**src/rtl/pe_status_pkg.sv**
```systemverilog
// Shared types and helpers for the program/erase status read generator.
// Assumes: nothing beyond IEEE 1800-2017 constant functions.
package pe_status_pkg;

    // Kind of embedded operation in progress.
    typedef enum logic [1:0] {
        OP_NONE  = 2'd0,
        OP_PROG  = 2'd1,
        OP_ERASE = 2'd2
    } pe_op_e;

    // Larger of two cycle counts, used to size the shared counter.
    function automatic int unsigned max_cycles(input int unsigned a, input int unsigned b);
        return (a > b) ? a : b;
    endfunction

endpackage

```
**src/rtl/pe_op_timer.sv**
```systemverilog
// Operation timer: accepts a program or erase start while idle and holds busy
// for a parameterised number of cycles. It also latches the bit 7 status code
// (inverted loaded bit for program, 0 for erase).
// Assumes: start requests are single-cycle or level; any request seen while
// busy is dropped. Erase wins over program on the same cycle.
module pe_op_timer
    import pe_status_pkg::*;
#(
    parameter int unsigned PROG_CYCLES  = 32,
    parameter int unsigned ERASE_CYCLES = 96
) (
    input  logic   clk,
    input  logic   rst_n,
    input  logic   start_prog,
    input  logic   start_erase,
    input  logic   prog_bit,
    output logic   busy,
    output logic   accept,
    output logic   poll_val,
    output pe_op_e op
);
    localparam int unsigned MAXC = max_cycles(PROG_CYCLES, ERASE_CYCLES);
    localparam int unsigned CW   = $clog2(MAXC + 1);
    localparam logic [CW-1:0] PROG_LOAD  = CW'(PROG_CYCLES - 1);
    localparam logic [CW-1:0] ERASE_LOAD = CW'(ERASE_CYCLES - 1);

    logic          busy_q;
    logic          poll_q;
    logic [CW-1:0] cnt_q;
    pe_op_e        op_q;

    // A request is taken only when no operation is running.
    assign accept = !busy_q && (start_prog || start_erase);

    // Load, count down and retire the running operation.
    always_ff @(posedge clk) begin
        if (!rst_n) begin
            busy_q <= 1'b0;
            poll_q <= 1'b0;
            cnt_q  <= '0;
            op_q   <= OP_NONE;
        end else if (accept) begin
            busy_q <= 1'b1;
            if (start_erase) begin
                op_q   <= OP_ERASE;
                cnt_q  <= ERASE_LOAD;
                poll_q <= 1'b0;
            end else begin
                op_q   <= OP_PROG;
                cnt_q  <= PROG_LOAD;
                poll_q <= ~prog_bit;
            end
        end else if (busy_q) begin
            if (cnt_q == '0) begin
                busy_q <= 1'b0;
                op_q   <= OP_NONE;
            end else begin
                cnt_q <= cnt_q - CW'(1);
            end
        end
    end

    assign busy     = busy_q;
    assign poll_val = poll_q;
    assign op       = op_q;

    // Busy cannot fall while cycles remain.
    assert_busy_holds_R2: assert property (@(posedge clk) disable iff (!rst_n)
        busy_q && (cnt_q != '0) |=> busy_q);

    // A program start latches the inverted data bit.
    assert_prog_code_R4: assert property (@(posedge clk) disable iff (!rst_n)
        accept && !start_erase |=> (poll_q == ~$past(prog_bit)) && (op_q == OP_PROG));

    // Erase start latches a zero code and loads the erase length.
    assert_erase_load_R3: assert property (@(posedge clk) disable iff (!rst_n)
        accept && start_erase |=> !poll_q && (op_q == OP_ERASE) && (cnt_q == ERASE_LOAD));

    // Requests during a running operation change nothing.
    assert_start_ignored_R9: assert property (@(posedge clk) disable iff (!rst_n)
        busy_q && (cnt_q != '0) && (start_prog || start_erase)
        |=> $stable(poll_q) && $stable(op_q) && (cnt_q == $past(cnt_q) - CW'(1)));

    // Erase wins a tie with program.
    assert_erase_priority_R10: assert property (@(posedge clk) disable iff (!rst_n)
        accept && start_prog && start_erase |=> (op_q == OP_ERASE));

    // Reset ends any operation on the next cycle.
    assert_reset_abort_R11: assert property (@(posedge clk)
        !rst_n |=> !busy_q && (op_q == OP_NONE));

endmodule

```
**src/rtl/pe_toggle_gen.sv**
```systemverilog
// Toggle bit generator: flips a status bit on each trailing edge of the read
// strobe while an operation is busy, and starts from 0 on every accepted start.
// Assumes: rd_strobe is synchronous to clk; the trailing edge is seen as
// 1 on one clock and 0 on the next.
module pe_toggle_gen (
    input  logic clk,
    input  logic rst_n,
    input  logic rd_strobe,
    input  logic busy,
    input  logic clear,
    output logic tog
);
    logic strobe_q;
    logic tog_q;
    logic fall;

    // Trailing edge of the read strobe.
    assign fall = strobe_q && !rd_strobe;

    // Track the strobe and advance the toggle bit.
    always_ff @(posedge clk) begin
        if (!rst_n) begin
            strobe_q <= 1'b0;
            tog_q    <= 1'b0;
        end else begin
            strobe_q <= rd_strobe;
            if (clear) begin
                tog_q <= 1'b0;
            end else if (busy && fall) begin
                tog_q <= ~tog_q;
            end
        end
    end

    assign tog = tog_q;

    // Each read completed while busy inverts the bit.
    assert_toggle_flip_R6: assert property (@(posedge clk) disable iff (!rst_n)
        busy && fall && !clear |=> tog_q != $past(tog_q));

    // Without a completed read the bit holds.
    assert_toggle_hold_R6: assert property (@(posedge clk) disable iff (!rst_n)
        !(busy && fall) && !clear |=> $stable(tog_q));

    // A new operation starts the sequence at 0.
    assert_toggle_clear_R6: assert property (@(posedge clk) disable iff (!rst_n)
        clear |=> !tog_q);

endmodule

```
**src/rtl/pe_read_mux.sv**
```systemverilog
// Read bus multiplexer: substitutes the polling and toggle status bits into
// the array word while busy; passes the array word unchanged otherwise.
// Assumes: POLL_BIT and TOGGLE_BIT are distinct and below DW.
module pe_read_mux #(
    parameter int unsigned DW         = 16,
    parameter int unsigned POLL_BIT   = 7,
    parameter int unsigned TOGGLE_BIT = 6
) (
    input  logic          busy,
    input  logic          poll_val,
    input  logic          tog,
    input  logic [DW-1:0] array_rdata,
    output logic [DW-1:0] rd_data
);
    // One selector per bit; the parameter picks which source each bit uses.
    for (genvar b = 0; b < DW; b++) begin : g_bit
        if (b == POLL_BIT) begin : g_poll
            assign rd_data[b] = busy ? poll_val : array_rdata[b];
        end else if (b == TOGGLE_BIT) begin : g_tog
            assign rd_data[b] = busy ? tog : array_rdata[b];
        end else begin : g_pass
            assign rd_data[b] = array_rdata[b];
        end
    end

endmodule

```
**src/rtl/pe_status_reader.sv**
```systemverilog
// Program/erase status read generator (top). Times an embedded program or
// erase and, while it runs, returns the polling code on bit 7 and a
// read-advanced toggle on bit 6, with true array data otherwise.
// Assumes: synchronous active-low reset; the command decoder honours busy.
module pe_status_reader
    import pe_status_pkg::*;
#(
    parameter int unsigned DW           = 16,
    parameter int unsigned PROG_CYCLES  = 32,
    parameter int unsigned ERASE_CYCLES = 96,
    parameter int unsigned POLL_BIT     = 7,
    parameter int unsigned TOGGLE_BIT   = 6
) (
    input  logic          clk,
    input  logic          rst_n,
    input  logic          start_prog,
    input  logic          start_erase,
    input  logic [DW-1:0] load_data,
    input  logic          rd_strobe,
    input  logic [DW-1:0] array_rdata,
    output logic [DW-1:0] rd_data,
    output logic          busy
);
    localparam logic [DW-1:0] ONE_HOT0  = {{(DW-1){1'b0}}, 1'b1};
    localparam logic [DW-1:0] PASS_MASK =
        ~((ONE_HOT0 << POLL_BIT) | (ONE_HOT0 << TOGGLE_BIT));

    logic   busy_w;
    logic   accept_w;
    logic   poll_w;
    logic   tog_w;
    pe_op_e op_w;
    logic   load_unused;

    // Only the polled bit of the loaded word matters here.
    assign load_unused = ^load_data;

    pe_op_timer #(
        .PROG_CYCLES (PROG_CYCLES),
        .ERASE_CYCLES(ERASE_CYCLES)
    ) u_timer (
        .clk        (clk),
        .rst_n      (rst_n),
        .start_prog (start_prog),
        .start_erase(start_erase),
        .prog_bit   (load_data[POLL_BIT]),
        .busy       (busy_w),
        .accept     (accept_w),
        .poll_val   (poll_w),
        .op         (op_w)
    );

    pe_toggle_gen u_toggle (
        .clk      (clk),
        .rst_n    (rst_n),
        .rd_strobe(rd_strobe),
        .busy     (busy_w),
        .clear    (accept_w),
        .tog      (tog_w)
    );

    pe_read_mux #(
        .DW        (DW),
        .POLL_BIT  (POLL_BIT),
        .TOGGLE_BIT(TOGGLE_BIT)
    ) u_mux (
        .busy       (busy_w),
        .poll_val   (poll_w),
        .tog        (tog_w),
        .array_rdata(array_rdata),
        .rd_data    (rd_data)
    );

    assign busy = busy_w;

    // Erase status reads 0 on the polling bit.
    assert_erase_poll_R5: assert property (@(posedge clk) disable iff (!rst_n)
        busy_w && (op_w == OP_ERASE) |-> !rd_data[POLL_BIT]);

    // Bits outside the status pair always follow the array.
    assert_pass_bits_R7: assert property (@(posedge clk) disable iff (!rst_n)
        (rd_data & PASS_MASK) == (array_rdata & PASS_MASK));

    // Idle reads return the array word unchanged.
    assert_idle_true_R8: assert property (@(posedge clk) disable iff (!rst_n)
        !busy_w |-> rd_data == array_rdata);

    // Busy and the operation kind agree.
    assert_busy_kind_R2: assert property (@(posedge clk) disable iff (!rst_n)
        busy_w == (op_w != OP_NONE));

endmodule

```
**config.mk**
```make
export PLATFORM = sky130hd
export DESIGN_NAME = pe_status_reader
export DESIGN_NICKNAME = d
export VERILOG_FILES = /design/src/rtl/pe_status_pkg.sv /design/src/rtl/pe_op_timer.sv /design/src/rtl/pe_toggle_gen.sv /design/src/rtl/pe_read_mux.sv /design/src/rtl/pe_status_reader.sv
export SDC_FILE = /design/constraint.sdc
export NUM_CORES = 1
export LEC_CHECK = 0
export ABC_CLOCK_PERIOD_IN_PS = 1700
export BUFFER_PORTS_ARGS = -buffer_cell sky130_fd_sc_hd__clkbuf_2
export CAP_MARGIN = 20
export CORE_AREA = 2 2 40 60
export DETAILED_ROUTE_END_ITERATION = 12
export DIE_AREA = 0 0 42 62
export GPL_TIMING_DRIVEN = 0
export PLACE_DENSITY = 0.74
export SETUP_SLACK_MARGIN = 0.5
export SYNTH_ARGS = -nofsm -noshare
export SYNTH_HDL_FRONTEND = slang
export SYNTH_HIERARCHICAL = 1
export SYNTH_SLANG_ARGS = --single-unit
```
**constraint.sdc**
```tcl
create_clock -name clk -period 1.7 [get_ports clk]
set_clock_uncertainty 0.05 [all_clocks]
set_input_delay 0.425 -clock clk [delete_from_list [all_inputs] [get_ports clk]]
set_output_delay 0.425 -clock clk [all_outputs]
set_load 0.05 [all_outputs]
```
==> results.py <==
metrics = {
    "routing": {
        "ant_nets": 0,
        "via_per_inst": 5.219,
        "drt_iter0_drc": 15,
        "dr.pass1.iters": 4,
        "via_count": 762,
        "drcViolationCount": 0,
        "drt_wl_total_mm": 2.188,
        "wl_per_cell_um": 14.99,
    },
    "global_route": {
        "globalRouteOverflowTotal": 0,
        "grt_pass1_wl_mm": 3.243,
        "grt_use_total_pct": 17.08,
        "grt_max_degree": 9,
        "grt_pass1_vias": 768,
        "antenna_found_initial": 0,
    },
    "final_layout": {
        "layout_commonest_cell": "buf_4",
        "final_nets": 163,
        "syn_to_final_growth_pct": 84.56,
        "final_cell_mix": "23 x buf_4, 14 x clkbuf_8, 7 x clkbuf_2",
        "final_area_um2": 1286,
        "antenna_cells": 0,
        "drive_above_1_share_pct": 65.85,
    },
    "timing": {
        "worst_slack_ps": 137.2,
        "post-route-period-util_pct": 91.93,
        "max-slew-margin-rel_pct": 76.97,
        "fmax_mhz": 639.9,
        "worst_slew_pin_slew_ps": 342.9,
        "finalMaxSlewViolations": 0,
        "finalSetupViolCount": 0,
        "final.min_clock_period_ps": 1563,
        "rsz0062_at_grt": "yes",
        "hold_viol": 0,
        "finalSetupTns_ps": 0,
    },
    "min_path": {
        "min_from": "rd_strobe",
        "worstHoldPathType": "in -> reg",
    },
    "clock_network": {
        "cts-root-buf": "clkbuf_4",
        "path_clk_slew_ps": 70,
        "cts_buffer_depth": 2,
        "cts_buffers": 3,
        "clk_latency_ps": 260,
        "cts_tree": "done",
        "cts.sinks": 11,
        "htreeDepth": 1,
    },
    "floorplan": {
        "pin_count": 54,
        "die_area_um2": 2604,
        "rows": 21,
        "core-area_um2": 2128,
        "start_util_pct": 32.75,
        "die_w_um": 42,
        "die_y_um": 62,
    },
    "placed_design": {
        "place_area_um2": 870.8,
        "port_buffers": 24,
        "dpl_worst_slack_ps": 51.75,
        "hpwl_mm": 1.204,
        "place_congestion": 0.8236,
    },
    "logic_synthesis": {
        "synth_cells": 81,
        "synth_area_um2": 696.9,
        "ys_warn_count": 6,
        "syn-num-nets": 120,
        "avgSynthCellArea_um2": 8.604,
    },
    "power": {
        "seq_power_share_pct": 31.7,
        "p_per_area_nw_per_um2": 771.4,
        "p_int_mw": 0.6170,
        "p_clk_share_pct": 18.0,
        "p_sw_mw": 0.3752,
        "p_leak_nw": 0.5857,
        "swShare_pct": 37.82,
        "pwr-share-comb_pct": 50.3,
        "ir_drop_mv": 0.5438,
    },
    "critical_path": {
        "cp-startpoint": "u_timer/busy$_SDFF_PN0_",
        "cp_max_fo": 3,
        "arrival_ps": 1090,
        "cp.required_ps": 1220,
        "crit_type": "reg -> out",
        "critPathCaptureType": "output port",
        "r2r_start": "u_timer/busy$_SDFF_PN0_",
        "critPathLaunchType": "flop",
    },
    "job": {
        "maxCapViolations": 0,
    },
    "outcome": {
        "status": "finished, final reports clean",
    },
}
==> worst paths after layout <==
check / to / slack, ps / depth (start not counted)
setup / recovery: rd_data[6] / 140 / 2
hold / removal: u_toggle/strobe_q$_SDFF_PN0_ / 340 / 2
setup reg to reg: u_timer/cnt_q[3]$_SDFFE_PN0P_ / 170 / 5
hold reg to reg: u_toggle/tog$_SDFFE_PP0P_ / 460 / 2
==> area by class of cell <==
class / count / area (µm²)
inverter: 5 / 18.77
multi-input combinational: 50 / 444.2
fill: 163 / 842.1
sequential: 11 / 232.7
tap: 23 / 28.78
buffer: 15 / 120.1
clock buffer: 4 / 26.28
timing repair buffer: 38 / 415.4
==> power by group through the flow <==
stage          sequential, mW  clock (mW)  combinational (mW)
4_1_cts                 0.312       0.184               0.443
3_5_place_dp            0.323           0               0.299
5_1_grt                 0.318       0.200               0.522
3_3_place_gp            0.321           0               0.294
2_1_floorplan           0.324           0               0.235
6_report                0.315       0.179               0.499
==> repair_timing <==
item	4_1_cts	5_1_grt
buffers inserted	11	3
gates resized for setup	52	13
pin swaps	4	9
hold buffers	0	0
endpoints found under the setup margin	26	13
cloned	0	0
==> per-layer routing <==
metal	global-route usage, %	share of wire, %
met3	2.890	5.4
met4	15.21	1.7
met2	32.81	57
met5	0	0
met1	15.52	35
==> worst max-delay path, stage by stage, from the launching register on <==
cell     delay, ps
dfxtp_4        370
mux2_4         300
buf_8          150
==> state kept, by name, indices dropped and copies added, names as in the netlist <==
signal,cells
u_timer/busy,1
u_timer/cnt_q,7
u_timer/poll_val,1
u_toggle/strobe_q,1
u_toggle/tog,1
==> through the flow <==
stage | std cells | utilization [%] | hold WS [ps] | total power [mW]
after floorplan | 81 | - | 404.0 | 0.5587
after global placement | 128 | 40.92 | 427.8 | 0.6152
after detailed placement | 128 | 40.92 | 444.3 | 0.6218
after CTS | 143 | 57.14 | 337.8 | 0.9388
after global routing | 146 | 60.44 | 331.1 | 1.041
final | 146 | 60.44 | 339.5 | 0.9922
Power figures use the tool's default switching activity.
